`config.mk`:
```
export PLATFORM = sky130hd
export DESIGN_NAME = txab_ctrl
export DESIGN_NICKNAME = d
export VERILOG_FILES = /design/src/rtl/txab_pkg.sv /design/src/rtl/txab_slot.sv /design/src/rtl/txab_regs.sv /design/src/rtl/txab_ctrl.sv
export SDC_FILE = /design/constraint.sdc
export NUM_CORES = 1
export LEC_CHECK = 0
export BUFFER_PORTS_ARGS = -buffer_cell sky130_fd_sc_hd__buf_2
export CAP_MARGIN = 20
export CELL_PAD_IN_SITES_DETAIL_PLACEMENT = 0
export CELL_PAD_IN_SITES_GLOBAL_PLACEMENT = 1
export CORE_UTILIZATION = 42
export CTS_BUF_LIST = sky130_fd_sc_hd__clkbuf_4
export CTS_CLUSTER_DIAMETER = 120
export DETAILED_ROUTE_END_ITERATION = 7
export PLACE_DENSITY_LB_ADDON = 0.12
export SYNTH_ARGS = -nofsm -noshare
export SYNTH_HDL_FRONTEND = slang
export SYNTH_SLANG_ARGS = --single-unit
```
`constraint.sdc`:
```
create_clock -name clk -period 3.5 [get_ports clk]
set_input_delay 0.175 -clock clk [delete_from_list [all_inputs] [get_ports clk]]
set_output_delay 0.175 -clock clk [all_outputs]
set_load 0.01 [all_outputs]
```
`src/rtl/txab_pkg.sv`:
```
package txab_pkg;
    typedef enum logic [1:0] {
        SLOT_EMPTY  = 2'd0,
        SLOT_QUEUED = 2'd1,
        SLOT_ACTIVE = 2'd2
    } slot_state_e;

    localparam int FLAG_ADDR = 0;
    localparam int CTRL_ADDR = 1;
    localparam int ABT_LSB   = 4;
endpackage

```
`src/rtl/txab_slot.sv`:
```
module txab_slot
    import txab_pkg::*;
(
    input  logic clk,
    input  logic rst_n,
    input  logic soft_rst_i,
    input  logic sched_i,
    input  logic abort_set_i,
    input  logic start_i,
    input  logic ok_i,
    input  logic fail_i,
    output logic txe_o,
    output logic areq_o,
    output logic ack_o
);
    slot_state_e state_q, state_d;
    logic        grant;
    logic        areq_q, ack_q;
    logic        set_empty;

    // next-state logic
    always_comb begin
        state_d = state_q;
        grant   = 1'b0;
        unique case (state_q)
            SLOT_EMPTY: begin
                if (sched_i) state_d = SLOT_QUEUED;
            end
            SLOT_QUEUED: begin
                if (areq_q) begin
                    state_d = SLOT_EMPTY;
                    grant   = 1'b1;
                end else if (start_i) begin
                    state_d = SLOT_ACTIVE;
                end
            end
            SLOT_ACTIVE: begin
                if (ok_i) begin
                    state_d = SLOT_EMPTY;
                end else if (fail_i) begin
                    if (areq_q) begin
                        state_d = SLOT_EMPTY;
                        grant   = 1'b1;
                    end else begin
                        state_d = SLOT_QUEUED;
                    end
                end
            end
            default: state_d = SLOT_EMPTY;
        endcase
    end

    assign set_empty = (state_q != SLOT_EMPTY) && (state_d == SLOT_EMPTY);

    // state register
    always_ff @(posedge clk or negedge rst_n) begin
        if (!rst_n) state_q <= SLOT_EMPTY;
        else        state_q <= state_d;
    end

    // output registers
    always_ff @(posedge clk or negedge rst_n) begin
        if (!rst_n) begin
            areq_q <= 1'b0;
            ack_q  <= 1'b0;
        end else begin
            if (soft_rst_i || set_empty)
                areq_q <= 1'b0;
            else if (abort_set_i && (state_q != SLOT_EMPTY))
                areq_q <= 1'b1;

            if (grant)
                ack_q <= 1'b1;
            else if (sched_i && (state_q == SLOT_EMPTY))
                ack_q <= 1'b0;
        end
    end

    assign txe_o  = (state_q == SLOT_EMPTY);
    assign areq_o = areq_q;
    assign ack_o  = ack_q;
endmodule

```
`src/rtl/txab_regs.sv`:
```
module txab_regs
    import txab_pkg::*;
#(
    parameter int NBUF = 3,
    parameter int AW   = 2
) (
    input  logic            clk,
    input  logic            rst_n,
    input  logic            soft_rst_i,
    input  logic            wr_i,
    input  logic [AW-1:0]   addr_i,
    input  logic [7:0]      wdata_i,
    input  logic [NBUF-1:0] txe_i,
    input  logic [NBUF-1:0] areq_i,
    input  logic [NBUF-1:0] ack_i,
    output logic [NBUF-1:0] sched_o,
    output logic [NBUF-1:0] abort_set_o,
    output logic [NBUF-1:0] ie_o,
    output logic            bad_wr_o,
    output logic [7:0]      rdata_o
);
    logic            flag_wr, ctrl_wr;
    logic [NBUF-1:0] clash;
    logic [NBUF-1:0] ie_q;
    logic            bad_q;
    logic            unused_wbits;

    assign flag_wr = wr_i && (addr_i == AW'(FLAG_ADDR));
    assign ctrl_wr = wr_i && (addr_i == AW'(CTRL_ADDR));
    assign unused_wbits = ^wdata_i;

    for (genvar i = 0; i < NBUF; i++) begin : g_lane
        assign sched_o[i]     = flag_wr && wdata_i[i];
        assign clash[i]       = flag_wr && wdata_i[i] && wdata_i[ABT_LSB+i];
        assign abort_set_o[i] = (flag_wr || ctrl_wr) && wdata_i[ABT_LSB+i]
                                && !clash[i] && !soft_rst_i;
    end

    always_ff @(posedge clk or negedge rst_n) begin
        if (!rst_n) begin
            ie_q  <= '0;
            bad_q <= 1'b0;
        end else begin
            if (soft_rst_i)   ie_q <= '0;
            else if (ctrl_wr) ie_q <= wdata_i[NBUF-1:0];
            bad_q <= |clash;
        end
    end

    always_comb begin
        rdata_o = '0;
        if (addr_i == AW'(FLAG_ADDR)) begin
            for (int i = 0; i < NBUF; i++) begin
                rdata_o[i]         = txe_i[i];
                rdata_o[ABT_LSB+i] = ack_i[i];
            end
        end else if (addr_i == AW'(CTRL_ADDR)) begin
            for (int i = 0; i < NBUF; i++) begin
                rdata_o[i]         = ie_q[i];
                rdata_o[ABT_LSB+i] = areq_i[i];
            end
        end
    end

    assign ie_o     = ie_q;
    assign bad_wr_o = bad_q;
endmodule

```
`src/rtl/txab_ctrl.sv`:
```
module txab_ctrl
    import txab_pkg::*;
#(
    parameter int NBUF = 3,
    parameter int AW   = 2
) (
    input  logic            clk,
    input  logic            rst_n,
    input  logic            soft_rst_i,
    input  logic            bus_wr_i,
    input  logic [AW-1:0]   bus_addr_i,
    input  logic [7:0]      bus_wdata_i,
    output logic [7:0]      bus_rdata_o,
    input  logic [NBUF-1:0] tx_start_i,
    input  logic [NBUF-1:0] tx_ok_i,
    input  logic [NBUF-1:0] tx_lost_i,
    input  logic [NBUF-1:0] tx_err_i,
    output logic [NBUF-1:0] txe_irq_o,
    output logic            irq_o,
    output logic            bad_wr_o
);
    logic [NBUF-1:0] txe, areq, ack, ie;
    logic [NBUF-1:0] sched, abort_set;

    txab_regs #(.NBUF(NBUF), .AW(AW)) u_regs (
        .clk         (clk),
        .rst_n       (rst_n),
        .soft_rst_i  (soft_rst_i),
        .wr_i        (bus_wr_i),
        .addr_i      (bus_addr_i),
        .wdata_i     (bus_wdata_i),
        .txe_i       (txe),
        .areq_i      (areq),
        .ack_i       (ack),
        .sched_o     (sched),
        .abort_set_o (abort_set),
        .ie_o        (ie),
        .bad_wr_o    (bad_wr_o),
        .rdata_o     (bus_rdata_o)
    );

    for (genvar i = 0; i < NBUF; i++) begin : g_slot
        txab_slot u_slot (
            .clk         (clk),
            .rst_n       (rst_n),
            .soft_rst_i  (soft_rst_i),
            .sched_i     (sched[i]),
            .abort_set_i (abort_set[i]),
            .start_i     (tx_start_i[i]),
            .ok_i        (tx_ok_i[i]),
            .fail_i      (tx_lost_i[i] | tx_err_i[i]),
            .txe_o       (txe[i]),
            .areq_o      (areq[i]),
            .ack_o       (ack[i])
        );
    end

    assign txe_irq_o = txe & ie;
    assign irq_o     = |txe_irq_o;
endmodule

```
==> results of run 1 <==
==> cell type report <==
type | instances | area, um2 | area share, %
clock inverter | 1 | 3.754 | 0.2492
inverter | 13 | 48.80 | 3.239
tap | 31 | 38.79 | 2.575
multi-input combinational | 114 | 812.0 | 53.90
timing repair buffer | 35 | 180.2 | 11.96
sequential | 16 | 400.4 | 26.58
clock buffer | 3 | 22.52 | 1.495
==> how the worst max path moves through the flow <==
stage,from,to,depth (start not counted)
5_1_grt,g_slot[0].u_slot.state_q[0],irq_o,6
2_1_floorplan,g_slot[0].u_slot.state_q[0],g_slot[0].u_slot.areq_o,6
6_report,g_slot[1].u_slot.state_q[0],irq_o,6
4_1_cts,g_slot[1].u_slot.state_q[0],irq_o,6
3_3_place_gp,g_slot[1].u_slot.state_q[0],g_slot[1].u_slot.areq_o,6
3_5_place_dp,g_slot[0].u_slot.state_q[0],g_slot[0].u_slot.areq_o,6
==> worst max-delay path, cell delays in order (launching register included) <==
cell,delay (ns)
dfrtp_1,0.44
inv_1,0.09
ha_1,0.27
and2_1,0.18
nor3_1,0.17
inv_1,0.05
buf_2,0.13
==> cell usage after synthesis (all sizes together) <==
cell type,count,area (um2)
a21o,3,22.52
a21oi,6,30.03
a22oi,1,7.510
a32o,3,30.03
a41oi,3,26.28
and2,6,41.29
and2b,1,7.510
buf,4,33.78
conb,1,3.750
dfrtp,16,400.4
ha,12,150.1
inv,13,48.80
mux2i,9,90.09
nand2,6,22.52
nand2b,9,56.30
nand3b,3,22.52
nor2,15,56.30
nor2b,9,56.30
nor3,1,5.000
nor3b,4,41.29
nor4b,3,26.28
o21ai,9,45.04
o31a,3,26.28
o31ai,3,22.52
or3,3,18.77
==> registers in the layout, summed over array words and instances (netlist names) <==
name                   count
u_regs.bad_wr_o            1
g_slot.u_slot.areq_o       3
g_slot.u_slot.state_q      6
g_slot.u_slot.ack_o        3
u_regs.ie_o                3
==> metrics by stage <==
| stage | instances | util (%) | cell area (um2) | power (mW) |
|---|---|---|---|---|
| floorplan | 147 | - | 1295 | 0.5392 |
| global placement | 208 | 51.97 | 1470 | 0.6390 |
| detailed placement | 208 | 51.97 | 1470 | 0.6482 |
| CTS | 213 | 53.25 | 1506 | 0.7570 |
| global route | 213 | 53.25 | 1506 | 0.8270 |
| finish | 213 | 53.25 | 1506 | 0.7521 |
==> power by group through the flow <==
stage                     Clock [mW]  Sequential (mW)  Combinational, mW
final                          0.102            0.261              0.389
after detailed placement           0            0.265              0.383
after CTS                      0.106            0.262              0.389
after floorplan                    0            0.255              0.284
after global routing           0.113            0.268              0.446
after global placement             0            0.263              0.376
==> layer usage <==
| metal | vias to the layer above | GRT usage (%) | wire length [um] | share of wire [%] |
|---|---|---|---|---|
| li1 | 573 | - | - | - |
| met1 | 557 | 25.82 | 1320 | 45 |
| met2 | 31 | 34.22 | 1483 | 50 |
| met3 | 2 | 4.308 | 138 | 4.7 |
| met4 | 0 | 4.878 | 22 | 0.74 |
| met5 | - | 0 | 0 | 0 |
==> cell families (layout without fill, tap and decap cells) <==
logic type,after synthesis,after routing,share of synthesized area [%]
other,1,2,0.2904
adder cells (fa/ha/maj),12,12,11.63
buffers and inverters,17,52,6.395
multiplexers,9,9,6.977
AND/OR/NAND/NOR,60,60,27.42
flip-flops,16,16,31.01
AO/OA/AOI/OAI,31,31,16.28
==> flow_metrics.env, run 1 <==
export IMPL_status="finished with violations"
export IMPL_violations="design-rule violations"
export IMPL_crit_type="flop to primary output"
export IMPL_holdPathStages=3
export IMPL_drive_gt1_share_pct=22.53
export IMPL_p_sw_uw=310.2
export IMPL_layout_common_cells="buf_2 (34), dfrtp_1 (16), nor2_1 (15)"
export IMPL_ir_worst_vdd_mv=0.3256
export IMPL_syn_area_um2=1291
export IMPL_cts_repair_resized=0
export IMPL_htree_num_levels=1
export IMPL_cts_buffer_depth=2
export IMPL_worstHoldPathType="input port to flop"
export IMPL_post_route_drc_count=3
export IMPL_post_cts_buffers=0
export IMPL_die_w_um=57.45
export IMPL_routed_wl_um=2964
export IMPL_ioPinCount=39
export IMPL_numCtsBuffers=3
export IMPL_antenna_found_initial=0
export IMPL_grt_use_total_pct=20.06
export IMPL_setup_viol=0
export IMPL_finish_net_count=221
export IMPL_endpoint_kind="primary output"
export IMPL_min_to="u_regs.bad_wr_o"
export IMPL_post_dp_hpwl_um=2327
export IMPL_power_internal_uw=441.9
export IMPL_antennaDiodeCount=0
export IMPL_io_buffers=34
export IMPL_grt_pass1_wl_um=5099
export IMPL_n_fill_cell=279
export IMPL_start_kind="flop"
export IMPL_grt_start_max_net_pins=17
export IMPL_power_density_nw_per_um2=499.3
export IMPL_synthCells=146
export IMPL_via_count=1163
export IMPL_r2r_slack_ns=1.90
export IMPL_ctsHoldBuffers=1
export IMPL_clk_latency_ns=0.29
export IMPL_seq_power_share_pct=34.8
export IMPL_gp_congestion=0.8110
export IMPL_clk_pin_slew_worst_paths_ns=0.10
export IMPL_worst_r2r_endpoint="g_slot[0].u_slot.areq_o"
export IMPL_rsz0062_at_grt="false"
export IMPL_hold_ws_ns=0.1218
export IMPL_comb_power_share_pct=51.7
export IMPL_cp_max_fo=5
export IMPL_viasPerCell=5.460
export IMPL_ys_seq_area_share_pct=31.01
export IMPL_ys_warn_count=0
export IMPL_start_util_pct=45.64
export IMPL_crit_required_ns=3.32
export IMPL_die_area_um2=3300
export IMPL_fin_crit_sh_pct=51.45
export IMPL_leakagePower_nw=0.7847
export IMPL_fin_setup_tns_ns=0
export IMPL_core_um2=2829
export IMPL_root_buffer="clkbuf_4"
export IMPL_grt_ovfl_total=0
export IMPL_rows=19
export IMPL_slew_violations=0
export IMPL_fmax_mhz=555.3
export IMPL_swShare_pct=41.24
export IMPL_fin_crit_ns=1.801
export IMPL_layout_commonest_cell="buf_2"
export IMPL_place_ws_ns=1.908
export IMPL_ant_nets=0
export IMPL_grt_pass1_vias=1175
export IMPL_maxCapViolCount=0
export IMPL_hp_start="bus_wdata_i[4]"
export IMPL_clock_sinks=16
export IMPL_arrival_ns=1.63
export IMPL_ys_types=28
export IMPL_dr_pass1_iters=6
export IMPL_clkPwrFrac_pct=13.6
export IMPL_syn2layout_area_growth_pct=16.67
export IMPL_syn_area_per_cell_um2=8.844
export IMPL_initialDrtViolationCount=49
export IMPL_tritoncts="built"
export IMPL_worst_slack_ns=1.699
export IMPL_hold_viol_final=0
export IMPL_rr_worst_depth=6
export IMPL_r2r_start="g_slot[0].u_slot.state_q[0]"
export IMPL_clock_skew_final_ns=0.008964
export IMPL_die_h_um=57.45
export IMPL_wire_per_inst_um=13.92
export IMPL_synth_seq_cells=16
(Power assumes the default switching activity.)
==> run 2, diff against run 1 <==
- CORE_UTILIZATION: 42 -> 39
- clock period: 3.5 -> 1.8 ns (I/O delays scaled with it)
==> run 2 against run 1 <==
  * The flow now finishes without violations
  * Via count shrank 3.3%
  * Total power is 95% higher
  * Non-clock buffer count increased by 2
  * Combinational power is 96% higher
  * Largest power group unchanged
  * Utilization shrank 3.5 points
==> flow_metrics.env, run 2 (synthesis results as in run 1) <==
export IMPL_initialDrtViolationCount=38
export IMPL_rr_worst_depth=6
export IMPL_start_kind="flop"
export IMPL_ant_nets=0
export IMPL_power_internal_uw=872.3
export IMPL_worst_slack_ns=0.1247
export IMPL_crit_type="flop to primary output"
export IMPL_swShare_pct=40.56
export IMPL_arrival_ns=1.59
export IMPL_power_density_nw_per_um2=951.2
export IMPL_die_h_um=59.54
export IMPL_wire_per_inst_um=13.00
export IMPL_r2r_start="g_slot[0].u_slot.state_q[0]"
export IMPL_hold_viol_final=0
export IMPL_p_sw_uw=595.2
export IMPL_io_buffers=34
export IMPL_antenna_found_initial=0
export IMPL_drive_gt1_share_pct=23.37
export IMPL_place_ws_ns=0.2362
export IMPL_clk_latency_ns=0.29
export IMPL_fin_setup_tns_ns=0
export IMPL_grt_pass1_vias=1086
export IMPL_dr_pass1_iters=4
export IMPL_grt_start_max_net_pins=17
export IMPL_clkPwrFrac_pct=13.5
export IMPL_grt_use_total_pct=18.07
export IMPL_routed_wl_um=2965
export IMPL_layout_commonest_cell="buf_2"
export IMPL_post_route_drc_count=0
export IMPL_cp_startpoint="g_slot[0].u_slot.state_q[0]"
export IMPL_cp_max_fo=5
export IMPL_die_w_um=59.54
export IMPL_clock_sinks=16
export IMPL_antennaDiodeCount=0
export IMPL_root_buffer="clkbuf_4"
export IMPL_ir_worst_vdd_mv=0.3756
export IMPL_clk_pin_slew_worst_paths_ns=0.10
export IMPL_via_count=1125
export IMPL_endpoint_kind="primary output"
export IMPL_largest_register="g_slot.u_slot.state_q"
export IMPL_crit_required_ns=1.71
export IMPL_comb_power_share_pct=52.1
export IMPL_gp_congestion=0.7836
export IMPL_slew_violations=0
export IMPL_status="completed"
export IMPL_crit_end="irq_o"
export IMPL_setup_viol=0
export IMPL_fin_crit_ns=1.675
export IMPL_grt_ovfl_total=0
export IMPL_viasPerCell=4.934
export IMPL_fmax_mhz=596.9
export IMPL_stdcell_count=228
export IMPL_core_um2=3103
export IMPL_r2r_slack_ns=0.17
export IMPL_die_area_um2=3545
export IMPL_fin_util_pct=49.72
export IMPL_clock_skew_final_ns=0.005927
export IMPL_htree_num_levels=1
export IMPL_start_util_pct=41.61
export IMPL_leakagePower_nw=0.7929
export IMPL_grt_pass1_wl_um=4774
export IMPL_fin_crit_sh_pct=93.07
export IMPL_dp_cells=221
export IMPL_post_dp_hpwl_um=2398
export IMPL_largest_reg_flops=6
export IMPL_finish_net_count=223
export IMPL_seq_power_share_pct=34.5
export IMPL_ioPinCount=39
export IMPL_worstHoldPathType="input port to flop"
export IMPL_tritoncts="built"
export IMPL_worst_r2r_endpoint="g_slot[0].u_slot.areq_o"
export IMPL_rsz0062_at_grt="false"
export IMPL_numCtsBuffers=3
export IMPL_holdPathStages=2
export IMPL_syn2layout_area_growth_pct=19.48
export IMPL_maxCapViolCount=0
export IMPL_rows=20
export IMPL_layout_common_cells="buf_2 (34), dfrtp_1 (16), nor2_1 (15)"
export IMPL_cts_buffer_depth=2
[run 2: worst max-delay path, stage by stage (launching register included)]
cell	delay (ns)
dfrtp_1	0.44
inv_1	0.09
ha_2	0.22
and2_1	0.16
nor3_1	0.18
inv_1	0.07
buf_2	0.14
[run 2: per-stage QoR]
| stage | power [mW] | hold slack [ns] | instance area [um2] |
|---|---|---|---|
| finish | 1.468 | 0.04324 | 1543 |
| global route | 1.597 | 0.05171 | 1543 |
| CTS | 1.465 | 0.03708 | 1533 |
| detailed placement | 1.255 | 0.02700 | 1486 |
| global placement | 1.232 | 0.02702 | 1486 |
| floorplan | 1.048 | -0.2056 | 1295 |
[run 2: worst min-delay path by stage]
stage / slack [ns] / startpoint / end
floorplan: -0.21 / rst_n / g_slot[0].u_slot.ack_o
global placement: 0.03 / rst_n / g_slot[1].u_slot.state_q[0]
detailed placement: 0.03 / rst_n / g_slot[1].u_slot.state_q[0]
CTS: 0.04 / soft_rst_i / u_regs.ie_o[0]
global route: 0.05 / soft_rst_i / u_regs.ie_o[2]
finish: 0.04 / soft_rst_i / u_regs.ie_o[0]
[run 2: power by group through the flow]
stage | clock, mW | sequential [mW] | combinational [mW]
floorplan | 0 | 0.496 | 0.552
global placement | 0 | 0.513 | 0.719
detailed placement | 0 | 0.516 | 0.739
CTS | 0.206 | 0.511 | 0.748
global route | 0.220 | 0.519 | 0.858
finish | 0.198 | 0.506 | 0.764
[run 2: what timing repair did]
item / 4_1_cts / 5_1_grt
endpoints found under the hold margin: 17 / 0
endpoints found under the setup margin: 0 / 1
resized for setup: 0 / 1
buffers inserted: 0 / 1
hold buffers: 2 / 0
[run 2: layout make-up]
cell class	count	area (um2)
tap	44	55.05
timing repair buffer	37	197.7
sequential	16	400.4
clock buffer	3	22.52
fill	356	1560
inverter	13	48.80
multi-input combinational	114	814.5
clock inverter	1	3.754
[run 2: per-layer routing]
layer	part of all wire, %	track usage (%)
met1	51	24.25
met2	44	29.86
met3	3.5	1.965
met4	1.4	6.977
met5	0	0
==> run 3, diff against run 2 <==
- CORE_UTILIZATION: 39 -> 28
- SYNTH_HIERARCHICAL: unset -> 1
==> run 3 against run 2 <==
  * The run now ends with design-rule violations left
  * Setup slack got worse by 0.0069 ns
  * Register-to-register slack better by 0.02 ns
  * First-iteration DRC count up 5.3%
  * Largest power group unchanged
  * Highest routed layer unchanged
==> flow_metrics.env, run 3 <==
export IMPL_fin_crit_ns=1.682
export IMPL_r2r_slack_ns=0.19
export IMPL_fin_crit_sh_pct=93.46
export IMPL_syn2layout_area_growth_pct=18.97
export IMPL_n_fill_cell=494
export IMPL_synthTopCellsByCount="dfrtp_1 (16), inv_1 (16), ha_1 (12)"
export IMPL_finalPower_mw=1.339
export IMPL_drive_gt1_share_pct=31.15
export IMPL_maxCapViolCount=0
export IMPL_clock_sinks=16
export IMPL_cp_max_fo=7
export IMPL_worstHoldPathType="input port to flop"
export IMPL_grt_pass1_wl_um=5195
export IMPL_syn_area_per_cell_um2=9.033
export IMPL_leakagePower_nw=0.7754
export IMPL_ys_types=28
export IMPL_synth_area_leaders="dfrtp_1 (30%), ha_1 (11%), mux2i_1 (6.8%), inv_1 (4.6%), nand2b_1 (4.3%)"
export IMPL_routed_wl_um=3141
export IMPL_ys_warn_count=6
export IMPL_die_h_um=70.63
export IMPL_largest_register="g_slot.u_slot/state_q"
export IMPL_grt_pass1_vias=1099
export IMPL_post_route_drc_count=12
export IMPL_syn_area_um2=1319
export IMPL_power_density_nw_per_um2=853.6
export IMPL_ys_seq_area_share_pct=30.36
export IMPL_fin_setup_tns_ns=0
export IMPL_synth_flop_cell="dfrtp_1"
export IMPL_clk_latency_ns=0.29
export IMPL_layout_commonest_cell="buf_2"
export IMPL_violations="design-rule violations"
export IMPL_grt_start_max_net_pins=17
export IMPL_grt_ovfl_total=0
export IMPL_endpoint_kind="primary output"
export IMPL_post_dp_hpwl_um=2524
export IMPL_antennaDiodeCount=0
export IMPL_layout_common_cells="buf_2 (34), inv_1 (16), dfrtp_1 (13)"
export IMPL_rsz0062_at_grt="false"
export IMPL_start_kind="flop"
export IMPL_grt_use_total_pct=13.26
export IMPL_core_um2=4444
export IMPL_status="finished with violations"
export IMPL_die_w_um=70.63
export IMPL_slew_violations=0
export IMPL_root_buffer="clkbuf_4"
export IMPL_viasPerCell=4.779
export IMPL_ir_worst_vdd_mv=0.2516
export IMPL_seqCellArea_um2=404.1
export IMPL_synthArstFlopShare_pct=100.0
export IMPL_synth_top_area_cell="dfrtp_1"
export IMPL_arrival_ns=1.59
export IMPL_clock_skew_final_ns=0.0005490
export IMPL_wire_per_inst_um=13.37
export IMPL_antenna_found_initial=0
export IMPL_initialDrtViolationCount=40
export IMPL_crit_required_ns=1.71
export IMPL_htree_num_levels=1
export IMPL_ant_nets=0
export IMPL_io_buffers=34
export IMPL_finish_net_count=222
export IMPL_synth_edff_count=0
export IMPL_synthCells=146
export IMPL_synth_seq_cells=16
export IMPL_largest_reg_flops=6
export IMPL_start_util_pct=29.67
export IMPL_clk_pin_slew_worst_paths_ns=0.10
export IMPL_rows=24
export IMPL_cts_buffer_depth=2
export IMPL_setup_viol=0
export IMPL_synth_top_area_share_pct=30.36
export IMPL_ioPinCount=39
export IMPL_die_area_um2=4989
export IMPL_tritoncts="built"
export IMPL_hold_viol_final=0
export IMPL_numCtsBuffers=3
export IMPL_via_count=1123
export IMPL_multi_input_area_um2=818.3
export IMPL_gp_congestion=0.7475
export IMPL_fmax_mhz=594.5
export IMPL_crit_type="flop to primary output"
export IMPL_dr_pass1_iters=8
-- run 3: final cells by class --
cell class | count | share of cell area, %
inverter | 16 | 3.828
timing repair buffer | 37 | 12.44
sequential | 16 | 25.76
multi-input combinational | 110 | 52.15
clock inverter | 1 | 0.2392
clock buffer | 3 | 1.435
tap | 52 | 4.147
-- run 3: logic make-up after synthesis --
family | count (synthesis) | share of synthesized area [%]
AO/OA/AOI/OAI | 32 | 16.32
adder cells (fa/ha/maj) | 12 | 11.38
buffers and inverters | 21 | 8.254
flip-flops | 16 | 30.36
multiplexers | 9 | 6.831
other | 1 | 0.2844
AND/OR/NAND/NOR | 55 | 26.57
-- run 3: final timing paths --
path | from | to | cells past startpoint
setup / recovery | g_slot[1].u_slot/state_q[0] | irq_o | 5
hold / removal | bus_wdata_i[2] | u_regs/ie_o[2] | 3
setup reg to reg | g_slot[1].u_slot/state_q[0] | g_slot[1].u_slot/areq_o | 5
hold reg to reg | g_slot[2].u_slot/ack_o | g_slot[2].u_slot/ack_o | 2
max in group asynchronous | rst_n | g_slot[1].u_slot/state_q[0] | 2
min in group asynchronous | rst_n | g_slot[0].u_slot/ack_o | 2
-- run 3: metrics by stage --
step           instances  cell area, um2  utilization [%]  hold slack, ns  setup WS, ns
2_1_floorplan        147            1323                -         -0.2056        0.3585
3_3_place_gp         230            1524            34.29         0.03458        0.1238
3_5_place_dp         230            1524            34.29         0.04720        0.1312
4_1_cts              235            1560            35.11         0.07164      0.005030
5_1_grt              235            1569            35.30         0.07225      0.009296
6_report             235            1569            35.30         0.08581        0.1178
-- run 3: timing repair --
item | CTS | global route
hold buffers | 1 | 0
endpoints found under the hold margin | 16 | 0
buffers inserted | 0 | 0
setup endpoints to repair | 0 | 1
resized for setup | 0 | 5
-- run 3: worst max-delay path, cell delays in order, from the launching register on --
cell and delay (ns):
dfrtp_2 0.43, inv_1 0.08, ha_1 0.31, a222oi_1 0.29, inv_1 0.06, buf_2 0.14
-- run 3: power by group --
group | total, mW | leakage [nW] | internal [mW] | switching [mW]
Clock | 0.204 | 0.0154 | 0.0805 | 0.123
Sequential | 0.493 | 0.213 | 0.423 | 0.0699
Combinational | 0.642 | 0.547 | 0.289 | 0.353
Total | 1.34 | 0.775 | 0.793 | 0.546
-- run 3: routing by layer --
layer  wire [um]  vias to the layer above  GRT usage [%]
li1            -                      565              -
met1        1570                      528          17.92
met2        1365                       28          21.14
met3         189                        2          3.134
met4          15                        0          4.000
met5           0                        -              0
